$ cat src/rtl/uart_intid_pkg.sv
package uart_intid_pkg;

  localparam int NSRC     = 5;
  localparam int SRC_MSR  = 0;
  localparam int SRC_THRE = 1;
  localparam int SRC_CTI  = 2;
  localparam int SRC_RDA  = 3;
  localparam int SRC_RLS  = 4;
  localparam int IDW      = 3;

  typedef enum logic [IDW-1:0] {
    ID_MSR  = 3'b000,
    ID_THRE = 3'b001,
    ID_RDA  = 3'b010,
    ID_RLS  = 3'b011,
    ID_CTI  = 3'b110
  } id_code_e;

  // Ranking: line error > data ready > char timeout > tx empty > modem.
  function automatic id_code_e pick_id(input logic [NSRC-1:0] p);
    if (p[SRC_RLS])       return ID_RLS;
    else if (p[SRC_RDA])  return ID_RDA;
    else if (p[SRC_CTI])  return ID_CTI;
    else if (p[SRC_THRE]) return ID_THRE;
    else                  return ID_MSR;
  endfunction

endpackage

$ cat src/rtl/uart_intid_srcs.sv
module uart_intid_srcs
  import uart_intid_pkg::*;
(
  input  logic            clk,
  input  logic            rst_n,
  input  logic            rd,
  input  logic [NSRC-1:0] lvl_in,
  input  logic            thre_pulse,
  input  logic [NSRC-1:0] src_en,
  input  logic            thre_ack,
  output logic [NSRC-1:0] pend_q
);

  logic            thre_flag_q;
  logic            thre_defer_q;
  logic            thre_flag_d;
  logic [NSRC-1:0] pend_nxt;

  assign thre_flag_d = thre_flag_q | thre_pulse | thre_defer_q;

  always_comb begin
    pend_nxt           = lvl_in & src_en;
    pend_nxt[SRC_THRE] = thre_flag_d & src_en[SRC_THRE];
  end

  always_ff @(posedge clk or negedge rst_n) begin
    if (!rst_n) begin
      pend_q       <= '0;
      thre_flag_q  <= 1'b0;
      thre_defer_q <= 1'b0;
    end else if (rd) begin
      // Frozen: only the read side effect and the deferral are allowed.
      thre_defer_q <= thre_defer_q | thre_pulse;
      if (thre_ack) begin
        thre_flag_q      <= 1'b0;
        pend_q[SRC_THRE] <= 1'b0;
      end
    end else begin
      pend_q       <= pend_nxt;
      thre_flag_q  <= thre_flag_d;
      thre_defer_q <= 1'b0;
    end
  end

endmodule

$ cat src/rtl/uart_intid_ab.sv
module uart_intid_ab (
  input  logic clk,
  input  logic rst_n,
  input  logic rd,
  input  logic set_pulse,
  input  logic set_en,
  input  logic clr,
  output logic stat_q
);

  logic defer_q;
  logic set_ev;

  assign set_ev = set_pulse & set_en;

  always_ff @(posedge clk or negedge rst_n) begin
    if (!rst_n) begin
      stat_q  <= 1'b0;
      defer_q <= 1'b0;
    end else if (clr) begin
      stat_q  <= 1'b0;
      defer_q <= 1'b0;
    end else if (rd) begin
      defer_q <= defer_q | set_ev;
    end else begin
      stat_q  <= stat_q | defer_q | set_ev;
      defer_q <= 1'b0;
    end
  end

endmodule

$ cat src/rtl/uart_intid_enc.sv
module uart_intid_enc
  import uart_intid_pkg::*;
(
  input  logic [NSRC-1:0] pend,
  output logic [IDW-1:0]  code,
  output logic            none_n
);

  assign code   = pick_id(pend);
  assign none_n = ~|pend;

endmodule

$ cat src/rtl/uart_intid.sv
module uart_intid
  import uart_intid_pkg::*;
(
  input  logic            clk,
  input  logic            rst_n,
  input  logic            rd_strobe,
  input  logic            fifo_en,
  input  logic [NSRC-1:0] src_en,
  input  logic            line_err,
  input  logic            rx_ready,
  input  logic            rx_timeout,
  input  logic            tx_empty_pulse,
  input  logic            modem_chg,
  input  logic            abd_pulse,
  input  logic            abd_en,
  input  logic            abd_clr,
  input  logic            abt_pulse,
  input  logic            abt_en,
  input  logic            abt_clr,
  output logic [31:0]     id_word,
  output logic            irq
);

  localparam int NAB = 2;

  logic [NSRC-1:0] lvl_w;
  logic [NSRC-1:0] pend_w;
  logic [IDW-1:0]  code_w;
  logic            none_w;
  logic            thre_ack_w;
  logic [NAB-1:0]  ab_set_w;
  logic [NAB-1:0]  ab_en_w;
  logic [NAB-1:0]  ab_clr_w;
  logic [NAB-1:0]  ab_q_w;

  always_comb begin
    lvl_w           = '0;
    lvl_w[SRC_RLS]  = line_err;
    lvl_w[SRC_RDA]  = rx_ready;
    lvl_w[SRC_CTI]  = rx_timeout;
    lvl_w[SRC_MSR]  = modem_chg;
  end

  assign thre_ack_w = rd_strobe & ~none_w & (code_w == ID_THRE);

  uart_intid_srcs u_srcs (
    .clk        (clk),
    .rst_n      (rst_n),
    .rd         (rd_strobe),
    .lvl_in     (lvl_w),
    .thre_pulse (tx_empty_pulse),
    .src_en     (src_en),
    .thre_ack   (thre_ack_w),
    .pend_q     (pend_w)
  );

  uart_intid_enc u_enc (
    .pend   (pend_w),
    .code   (code_w),
    .none_n (none_w)
  );

  assign ab_set_w = {abt_pulse, abd_pulse};
  assign ab_en_w  = {abt_en, abd_en};
  assign ab_clr_w = {abt_clr, abd_clr};

  for (genvar g = 0; g < NAB; g++) begin : g_ab
    uart_intid_ab u_ab (
      .clk       (clk),
      .rst_n     (rst_n),
      .rd        (rd_strobe),
      .set_pulse (ab_set_w[g]),
      .set_en    (ab_en_w[g]),
      .clr       (ab_clr_w[g]),
      .stat_q    (ab_q_w[g])
    );
  end

  assign id_word = {22'd0, ab_q_w, {2{fifo_en}}, 2'b00, code_w, none_w};
  assign irq     = ~none_w | (|ab_q_w);

endmodule

$ cat config.mk
export PLATFORM = sky130hd
export DESIGN_NAME = uart_intid
export DESIGN_NICKNAME = d
export VERILOG_FILES = /design/src/rtl/uart_intid_pkg.sv /design/src/rtl/uart_intid_srcs.sv /design/src/rtl/uart_intid_ab.sv /design/src/rtl/uart_intid_enc.sv /design/src/rtl/uart_intid.sv
export SDC_FILE = /design/constraint.sdc
export NUM_CORES = 1
export LEC_CHECK = 0
export BUFFER_PORTS_ARGS = -buffer_cell sky130_fd_sc_hd__clkbuf_2
export CELL_PAD_IN_SITES_DETAIL_PLACEMENT = 1
export CELL_PAD_IN_SITES_GLOBAL_PLACEMENT = 1
export CORE_ASPECT_RATIO = 0.9
export CORE_MARGIN = 2
export CORE_UTILIZATION = 25
export DETAILED_ROUTE_END_ITERATION = 10
export GPL_ROUTABILITY_DRIVEN = 1
export HOLD_SLACK_MARGIN = 0.08
export PLACE_DENSITY_LB_ADDON = 0.1
export RECOVER_POWER = 100
export SYNTH_ARGS = -nofsm -noshare
export SYNTH_HDL_FRONTEND = slang
export SYNTH_SLANG_ARGS = --single-unit
$ cat constraint.sdc
create_clock -name clk -period 3.5 [get_ports clk]
set_clock_uncertainty 0.05 [all_clocks]
set_input_delay 0.7 -clock clk [delete_from_list [all_inputs] [get_ports clk]]
set_output_delay 0.7 -clock clk [all_outputs]
set_load 0.005 [all_outputs]
After elaboration in Yosys (flattened, before gate mapping)

Index checks and enable logic that the tools add are counted.

Bits in registers: 11
Bits in latches: 0
Memory bits (writable): 0
ROM bits: 0
Input port bits: 20
Output and inout port bits: 33
Logic and storage cells: 47
Memories kept: 0

Add/sub/neg operators: 0
Multipliers: 0
Div/mod/pow operators: 0
$lt $le $gt $ge: 0
Eq/ne operators: 4
Shift-type cells: 0
Mux-type cells: 16
Bitwise operators: 16
Reductions and logical operators: 3

Operators with widths:

| kind                 | number |
|---|---|
| $mux W1              | 13 |
| $or A1 B1 Y1         | 10 |
| $mux W3              | 3 |
| $ne A2 B1 Y1 const B | 3 |
| $and A1 B1 Y1        | 5 |
| $and A5 B5 Y5        | 1 |
| $reduce_or A5 Y1     | 1 |
| $eq A3 B1 Y1 const B | 1 |
| $reduce_or A2 Y1     | 1 |
| $logic_not A1 Y1     | 1 |

Depth between registers and ports, before layout

Gate-level depths: netlist of run 1.

Depth after elaboration: 8
Gate-level depth with buffers: 4
Gate-level depth less buffers: 3

Modules after synthesis

From an unflattened synthesis of run 1, not the netlist that was laid out.

Cells, all modules: 78
Area, all modules: 767.0 µm²

Modules (own cells, without submodules):

| module          | instances | cells each | area an instance (µm²) | seq. area each (µm²) |
|---|---|---|---|---|
| uart_intid_srcs | 1         | 27         | 304.0                  | 175.2 |
| uart_intid      | 1         | 32         | 227.7                  | 0.0 |
| uart_intid_ab   | 2         | 7          | 96.3                   | 50.0 |
| uart_intid_enc  | 1         | 5          | 42.5                   | 0.0 |

Worst setup path after synthesis of run 1

No wires, ideal clock.

Kind: register to output
From: register u_srcs.pend_q[4]
To: output id_word[0]
Data arrival time: 915 ps
Required time: 2,750 ps
Path slack: 1,835 ps
Cell stages (with the launch flop): 5
Buffers on the path: 1
Cell sequence: dfrtp_1 nor3_4 inv_2 nor3_2 buf_4

Longest elaborated chain between the ends: 2

Ends and longest elaborated chain:

| what                   | RTL line              | source |
|---|---|---|
| from (decl)            | uart_intid_srcs.sv:11 | `output logic [NSRC-1:0] pend_q` |
| from (signal assigned) | uart_intid_srcs.sv:39 | `pend_q <= pend_nxt;` |
| $reduce_or A5 Y1       | uart_intid_enc.sv:10  | `assign none_n = ~\|pend;` |
| $logic_not A1 Y1       | uart_intid_enc.sv:10  |  |
| to (decl)              | uart_intid.sv:20      | `output logic [31:0] id_word,` |

No other way between the ends.

Worst setup path in the final report of run 1

Same ends and word-level chain as after synthesis.

==> flow_summary.toml, run 1 <==
[clock_tree]
numCtsBuffers = 3
cts_hold_buf = 0
postCtsSetupRepairBufs = 0
cts_tree = "done"
clock_latency_ps = 270
cts.sinks = 11
cts_root_buffer = "clkbuf_4"
ctsLongestPathBuffers = 2
ctsHtreeMaxLevel = 1
cts_resized = 0
clkTransAtPathRegs_ps = 70

[timing]
hold_ws_ps = 362.5
fin_crit_sh_pct = 65.27
worstMarginPinSlew_ps = 667.3
fmax_mhz = 437.7
fin_crit_ps = 2284
final-hold-violation-count = 0
setup_violations = 0
setup_ws_ps = 1216
tns_ps = 0
rsz0062_at_grt = "false"
relSlewSlack_pct = 55.52
maxSlewViolCount = 0

[final_layout]
drive_gt1_share_pct = 26.00
fin_nets = 121
stdcell_area_um2 = 754.5
area_growth_pct = 5.236
antenna_cells = 0

[grt]
antenna_found_initial = 0
first_global_vias = 442
grt_first_pass_wirelength_mm = 1.911
grt_start_max_net_pins = 18
grtUsageTotal_pct = 8.275
overflow = 0

[critical_path]
cp-end-kind = "primary output"
arrival_ps = 1530
required_ps = 2750
critPathKind = "reg2out"
crit_path_start_kind = "flip-flop"
cp_max_fo = 4

[route]
drtPass1Iterations = 3
drt-vias-per-instance = 3.721
wirelength_mm = 1.299
routedWlPerCell_um = 9.279
drc = 0
vias = 521
ant_nets = 0
drt_iter0_drc = 3

[place]
gp_congestion = 0.6330
port_buffers = 25
post-place-ws_ps = 1762
dp_hpwl_mm = 1.063
placed_area_um2 = 749.5

[synth]
ys_top_cells_by_count = "29 x buf_4, 11 x dfrtp_1, 9 x nand2_1"
synth_top_area_share_pct = 38.39
yosysMostFrequentCell = "buf_4"
synth_area_leaders = "dfrtp_1 38%, buf_4 30%, nand2_1 4.7%"
synth_edf_count = 0
yosys_most_used_dff = "dfrtp_1"
synth.distinct_cells = 22
synthArstFlopShare_pct = 100.0
syn_inst = 78
syn_area_per_cell_um2 = 9.192
synth-seq-cells = 11
yosysWarnings = 0
ys_seq_area_share_pct = 38.39
yosysTopAreaCell = "dfrtp_1"
syn-cell-area_um2 = 716.9

[die]
die_y_um = 54.81
core_um2 = 2748
die_area_um2 = 3313
num_rows = 18
ios = 53
die_width_um = 60.45
start_util_pct = 26.09

[power_and_ir_drop]
power.total_mw = 0.2861
peakVddDrop_mv = 0.1027
powerDensity_nw_per_um2 = 379.3
leakagePower_nw = 0.3928

[flow_run]
cap_violations = 0

[worst_hold_path]
holdCritPathClass = "in2async"

[outcome]
status = "finished, final reports clean"
[state kept, by name, indices dropped and copies added, names as in the netlist]
name / count
u_srcs.pend_q: 5
g_ab.u_ab.defer_q: 2
g_ab.u_ab.stat_q: 2
u_srcs.thre_defer_q: 1
u_srcs.thre_flag_q: 1
[metrics by stage]
step	instances	utilization, %
2_1_floorplan	101	-
3_3_place_gp	136	27.28
5_1_grt	140	27.46
3_5_place_dp	136	27.28
6_report	140	27.46
4_1_cts	140	28.23
[where the power goes]
part	leakage [nW]	switching, mW	internal, mW	total (mW)
combinational	0.236	0.0302	0.0234	0.0536
clock	0.0150	0.0426	0.0441	0.0867
sequential	0.142	0.00846	0.137	0.146
[routing by layer]
layer / vias to the layer above / GRT usage [%] / share of wire (%)
met5: - / 0 / 0
met4: 0 / 4.348 / 1.2
met3: 2 / 2.837 / 9.2
met2: 30 / 13.59 / 48
met1: 243 / 9.585 / 42
li1: 246 / - / -
[layout by cell type, fill, tap and decap left out, types with 2 or more instances in the layout]
master    instances
conb_1           24
dfrtp_1          11
clkbuf_1          5
o31ai_1           2
nor2_1            3
clkbuf_4          3
nand2_1           9
nand2b_1          2
clkbuf_2         21
nor3b_1           3
nor3_1            3
o21ai_0           4
a21oi_1           2
[final timing paths]
path | start | end | slack (ps) | depth (start not counted)
worst max-delay path | u_srcs.pend_q[4] | id_word[0] | 1220 | 4
worst min-delay path | rst_n | g_ab[1].u_ab.defer_q | 360 | 1
worst max register to register | u_srcs.pend_q[4] | u_srcs.thre_flag_q | 2200 | 2
worst min register to register | u_srcs.thre_defer_q | u_srcs.thre_defer_q | 440 | 1
max in group asynchronous | rst_n | u_srcs.pend_q[2] | 2640 | 1
min in group clk | u_srcs.thre_defer_q | u_srcs.thre_defer_q | 440 | 1
[critical path: stages (launching register included)]
cell and delay, ps:
dfrtp_1 420, nor3_1 500, inv_2 70, nor3_1 140, clkbuf_2 140
[logic make-up after synthesis]
family / after synthesis / share of synthesized area, %
buffers and inverters: 32 / 32.98
and+or+nand+nor: 22 / 17.10
AOI/OAI and AO/OA: 12 / 11.00
DFF: 11 / 38.39
other: 1 / 0.5231
[layout make-up]
cell class / count / area [um^2]
clock buffers: 4 / 26.28
repair buffers: 25 / 120.1
well taps: 40 / 50.05
multi-input cells: 58 / 275.3
flip-flops and latches: 11 / 275.3
inverters: 2 / 7.507
fillers: 365 / 1993
Power figures use the tool's default switching activity.
==> run 2, diff against run 1 <==
Settings changed: ABC_AREA set to 1.
Clock period 3.5 ns to 1.9 ns, I/O delays scaled along.
==> run 2 against run 1 <==
Combinational power is 110% higher; largest cell class is now multi-input gates; via count is 11% higher; critical endpoint unchanged; count of clock-buffer cells in the layout stayed put; power is 89% higher; die area is 13% higher; critical path depth stayed put.
==> flow_summary.toml, run 2 <==
[grt]
grt_first_pass_wirelength_mm = 2.587
first_global_vias = 575
grt_start_max_net_pins = 12
grtUsageTotal_pct = 9.526
antenna_found_initial = 0
overflow = 0

[synth]
synth.distinct_cells = 20
synth_area_leaders = "dfrtp_1 34%, buf_4 27%, nand2_1 9.6%"
synth_mux_area_share_pct = 0
synth-compound-area-share_pct = 3.369
ys_seq_area_share_pct = 33.69
synthAdderAreaFrac_pct = 0
yosysMostFrequentCell = "buf_4"
syn_inst = 98
synth_xor_area_share_pct = 0
yosysWarnings = 0
synth-seq-cells = 11
synth-simple-area-share_pct = 27.26
synth_top_family_by_area = "buffers and inverters"
synth_top_area_share_pct = 33.69
ys_top_cells_by_count = "29 x buf_4, 21 x nand2_1, 11 x dfrtp_1"
synth_edf_count = 0
yosys_most_used_dff = "dfrtp_1"
syn-cell-area_um2 = 817.0
synthArstFlopShare_pct = 100.0
yosysTopAreaCell = "dfrtp_1"
syn_area_per_cell_um2 = 8.337

[power_and_ir_drop]
powerDensity_nw_per_um2 = 641.6
leakagePower_nw = 0.4800
peakVddDrop_mv = 0.1147

[timing]
final-hold-violation-count = 0
relSlewSlack_pct = 57.77
setup_violations = 0
tns_ps = 0
worstMarginPinSlew_ps = 633.4
fin_crit_ps = 1590
fin_crit_sh_pct = 83.67
rsz0062_at_grt = "false"
fmax_mhz = 629.0
maxSlewViolCount = 0

[worst_hold_path]
holdCritPathClass = "in2reg"

[clock_tree]
clock_latency_ps = 260
numCtsBuffers = 3
ctsLongestPathBuffers = 2
cts.sinks = 11
clkTransAtPathRegs_ps = 70
cts_resized = 0
ctsHtreeMaxLevel = 1
cts_root_buffer = "clkbuf_4"
cts_hold_buf = 1
postCtsSetupRepairBufs = 0
cts_tree = "done"

[route]
drt_iter0_drc = 17
wirelength_mm = 1.566
drt-vias-per-instance = 3.556
drtPass1Iterations = 4
ant_nets = 0
drc = 0
routedWlPerCell_um = 9.667
vias = 576

[critical_path]
reg2reg_slack_ps = 960
required_ps = 1470
cp-end-kind = "primary output"
crit_path_start_kind = "flip-flop"
arrival_ps = 1160
critPathKind = "reg2out"
cp_max_fo = 4

[final_layout]
antenna_cells = 0
largest_reg_flops = 5
mostFrequentLayoutCell = "conb_1"
stdcell_area_um2 = 842.1
instances_no_fill = 162
biggestRegsByFlops = "u_srcs.pend_q (5), g_ab.u_ab.defer_q (2), g_ab.u_ab.stat_q (2)"
fin_nets = 141
drive_gt1_share_pct = 27.50
area_growth_pct = 3.063
final_cell_mix = "24 x conb_1, 22 x nand2_1, 20 x clkbuf_2"
regMostFlops = "u_srcs.pend_q"

[place]
gp_congestion = 0.7112
place_inst = 157
port_buffers = 25
placed_area_um2 = 832.0

[outcome]
status = "finished, final reports clean"

[flow_run]
cap_violations = 0

[die]
die_area_um2 = 3742
die_width_um = 64.26
die_y_um = 58.24
ios = 53
num_rows = 19
core_um2 = 3090
start_util_pct = 26.44
run 2: cell count changes after synthesis, sizes merged, moves of 2 or more:
cell    change
o21ai       -2
nor2        +4
nor3b       -3
nand2b      -2
nand2      +13
o31ai       -2
nand3       +9
inv         +7
run 2: worst paths after layout:
check,start,end,depth (start not counted)
worst max-delay path,u_srcs.pend_q[3],id_word[0],4
worst min-delay path,src_en[1],u_srcs.pend_q[1],3
worst max register to register,u_srcs.pend_q[3],u_srcs.pend_q[1],4
worst min register to register,u_srcs.thre_defer_q,u_srcs.thre_defer_q,2
max in group asynchronous,rst_n,g_ab[0].u_ab.stat_q,2
min in group asynchronous,rst_n,u_srcs.pend_q[1],2
run 2: cell type report:
class                           instances  area, um^2
Fill cell                             413        2248
Tap cell                               42       52.55
Multi-Input combinational cell         70       324.1
Timing Repair Buffer                   26       128.9
Sequential cell                        11       275.3
Inverter                                9       35.03
Clock buffer                            4       26.28
run 2: critical path: stages, from the launching register on:
cell and delay, ps:
dfrtp_1 420, nor2_4 140, nand2_1 100, nor3_2 100, clkbuf_2 130
run 2: through the flow:
stage / hold WS (ps) / worst slack (ps) / total power, mW / util [%]
after floorplan: 34.41 / 645.1 / 0.3913 / -
after global placement: 231.5 / 617.1 / 0.3903 / 26.92
after detailed placement: 233.0 / 607.0 / 0.3924 / 26.92
after CTS: 270.9 / 297.5 / 0.5619 / 28.10
after global routing: 284.4 / 167.2 / 0.5849 / 27.25
final: 277.1 / 310.3 / 0.5402 / 27.25
run 2: where the power goes:
part	internal (mW)	total (mW)	switching, mW
logic	0.0447	0.114	0.0689
registers	0.251	0.266	0.0152
clock network	0.0812	0.161	0.0798
total	0.376	0.540	0.164
run 2: cell families (layout without fill, tap and decap cells):
kind of cell	after synthesis	after routing
simple gates	42	42
buf+inv	40	39
flops	11	11
compound gates	4	4
other cells	1	24
run 2: per-layer routing:
layer  GRT usage, %  routed length, um  vias up
met4          7.599                 27        0
met1          10.87                704      250
met2          15.33                712       30
met3          2.330                122        2
met5              0                  0        -
li1               -                  -      294
==> run 3, diff against run 2 <==
Clock period 1.9 ns to 1.45 ns, I/O delays scaled along.
==> run 3 against run 2 <==
Count of clock-buffer cells in the layout unchanged; via count up 1.2%; first-iteration DRC count decreased by 12%; die area did not move; clock power grew 31%; critical endpoint unchanged.
==> flow_summary.toml, run 3 (same netlist as run 2, synthesis figures left out) <==
[timing]
final-hold-violation-count = 0
maxSlewViolCount = 0
fin_crit_ps = 1448
rsz0062_at_grt = "true"
tns_ps = 0
setup_ws_ps = 2.401
fmax_mhz = 690.8
relSlewSlack_pct = 56.40
setup_violations = 0
hold_ws_ps = 186.0
worstMarginPinSlew_ps = 654.0
fin_crit_sh_pct = 99.83

[place]
post-place-ws_ps = 247.0
placed_area_um2 = 832.0
port_buffers = 25
gp_congestion = 0.7112

[clock_tree]
ctsHtreeMaxLevel = 1
clkTransAtPathRegs_ps = 70
clock_latency_ps = 260
postCtsSetupRepairBufs = 0
cts_tree = "done"
cts_root_buffer = "clkbuf_4"
cts.sinks = 11
ctsLongestPathBuffers = 2
numCtsBuffers = 3

[power_and_ir_drop]
peakVddDrop_mv = 0.1590
powerDensity_nw_per_um2 = 829.3
leakagePower_nw = 0.4979

[critical_path]
cp_num_buf_inv = 1
cp-end-kind = "primary output"
max_stage_delay_ps = 410
cp_slowest_cell = "dfrtp_1"
reg2reg_slack_ps = 550
crit_path_start_kind = "flip-flop"
critPathKind = "reg2out"
path_cells = "nor2_4 > nand2_2 > nor3_2 > buf_2"
rr_startpoint = "u_srcs.pend_q[2]"
cp_max_fo = 4
arrival_ps = 1110
worst_r2r_endpoint = "u_srcs.thre_flag_q"
worstRegToRegCells = 4
critPathTopFamily = "flip-flops"
required_ps = 1110

[final_layout]
area_growth_pct = 5.819
stdcell_area_um2 = 864.6
biggestRegsByFlops = "u_srcs.pend_q (5), g_ab.u_ab.defer_q (2), g_ab.u_ab.stat_q (2)"
regMostFlops = "u_srcs.pend_q"
mostFrequentLayoutCell = "conb_1"
fin_nets = 141
largest_reg_flops = 5
antenna_cells = 0
final_cell_mix = "24 x conb_1, 22 x clkbuf_2, 21 x nand2_1"
drive_gt1_share_pct = 34.17

[worst_hold_path]
whs_path_depth = 3
hold_start = "src_en[1]"
holdCritPathClass = "in2reg"
hold_end = "u_srcs.pend_q[1]"

[route]
drt-vias-per-instance = 3.599
drc = 0
vias = 583
routedWlPerCell_um = 9.698
ant_nets = 0
drtPass1Iterations = 4
drt_iter0_drc = 15
wirelength_mm = 1.571

[die]
die_width_um = 64.26
num_rows = 19
start_util_pct = 26.44
die_area_um2 = 3742
die_y_um = 58.24
core_um2 = 3090
ios = 53

[grt]
grt_first_pass_wirelength_mm = 2.587
antenna_found_initial = 0
grtUsageTotal_pct = 9.526
grt_start_max_net_pins = 12
overflow = 0
first_global_vias = 573

[outcome]
status = "finished, final reports clean"

[flow_run]
cap_violations = 0
==> run 3: changes by cell type in the layout (fill, tap and decap cells not counted), moves of 2 or more <==
cell      previous run  this run
buf_2                0         2
clkbuf_2            20        22
nand3_1              6         4
clkbuf_1             6         2
nand3_2              4         6
==> run 3: timing repair <==
item / CTS / global route
gates resized for setup: 0 / 3
pin swaps: 1 / 0
endpoints found under the setup margin: 2 / 4
endpoints found under the hold margin: 11 / 0
hold buffers: 1 / 0
==> run 3: worst max-delay path by stage <==
stage	slack (ps)	cells after the start	startpoint	end
finish	2	4	u_srcs.pend_q[2]	id_word[0]
global route	-120	4	u_srcs.pend_q[3]	id_word[0]
CTS	-40	4	u_srcs.pend_q[3]	id_word[0]
detailed placement	250	4	u_srcs.pend_q[3]	id_word[0]
global placement	260	4	u_srcs.pend_q[3]	id_word[0]
floorplan	290	4	u_srcs.pend_q[3]	id_word[0]
==> run 3: worst register-to-register path, stage by stage (launching register included) <==
cell	delay (ps)
dfrtp_1	410
nor2_4	150
nand3_1	90
nand2_1	60
nand2_1	40
==> run 3: report_power, final <==
| group | switching, mW | internal, mW |
|---|---|---|
| clock network | 0.105 | 0.106 |
| logic | 0.0935 | 0.0633 |
| registers | 0.0201 | 0.329 |
| total | 0.219 | 0.498 |
==> run 3: final cells by class <==
| type | instances | area [um^2] |
|---|---|---|
| flip-flops and latches | 11 | 276.5 |
| multi-input cells | 70 | 336.6 |
| fillers | 407 | 2226 |
| inverters | 9 | 38.79 |
| clock buffers | 4 | 26.28 |
| repair buffers | 26 | 133.9 |
| well taps | 42 | 52.55 |
==> run 3: layer usage <==
layer	vias up	GRT usage, %	wire length [um]
met3	2	2.330	125
li1	293	-	-
met4	0	7.599	27
met1	256	10.87	708
met2	32	15.33	709
met5	-	0	0
==> run 3: metrics by stage <==
stage | power [mW] | instances | utilization, %
4_1_cts | 0.7363 | 162 | 28.10
2_1_floorplan | 0.5128 | 121 | -
3_3_place_gp | 0.5114 | 157 | 26.92
6_report | 0.7170 | 162 | 27.98
3_5_place_dp | 0.5142 | 157 | 26.92
5_1_grt | 0.7744 | 162 | 27.98
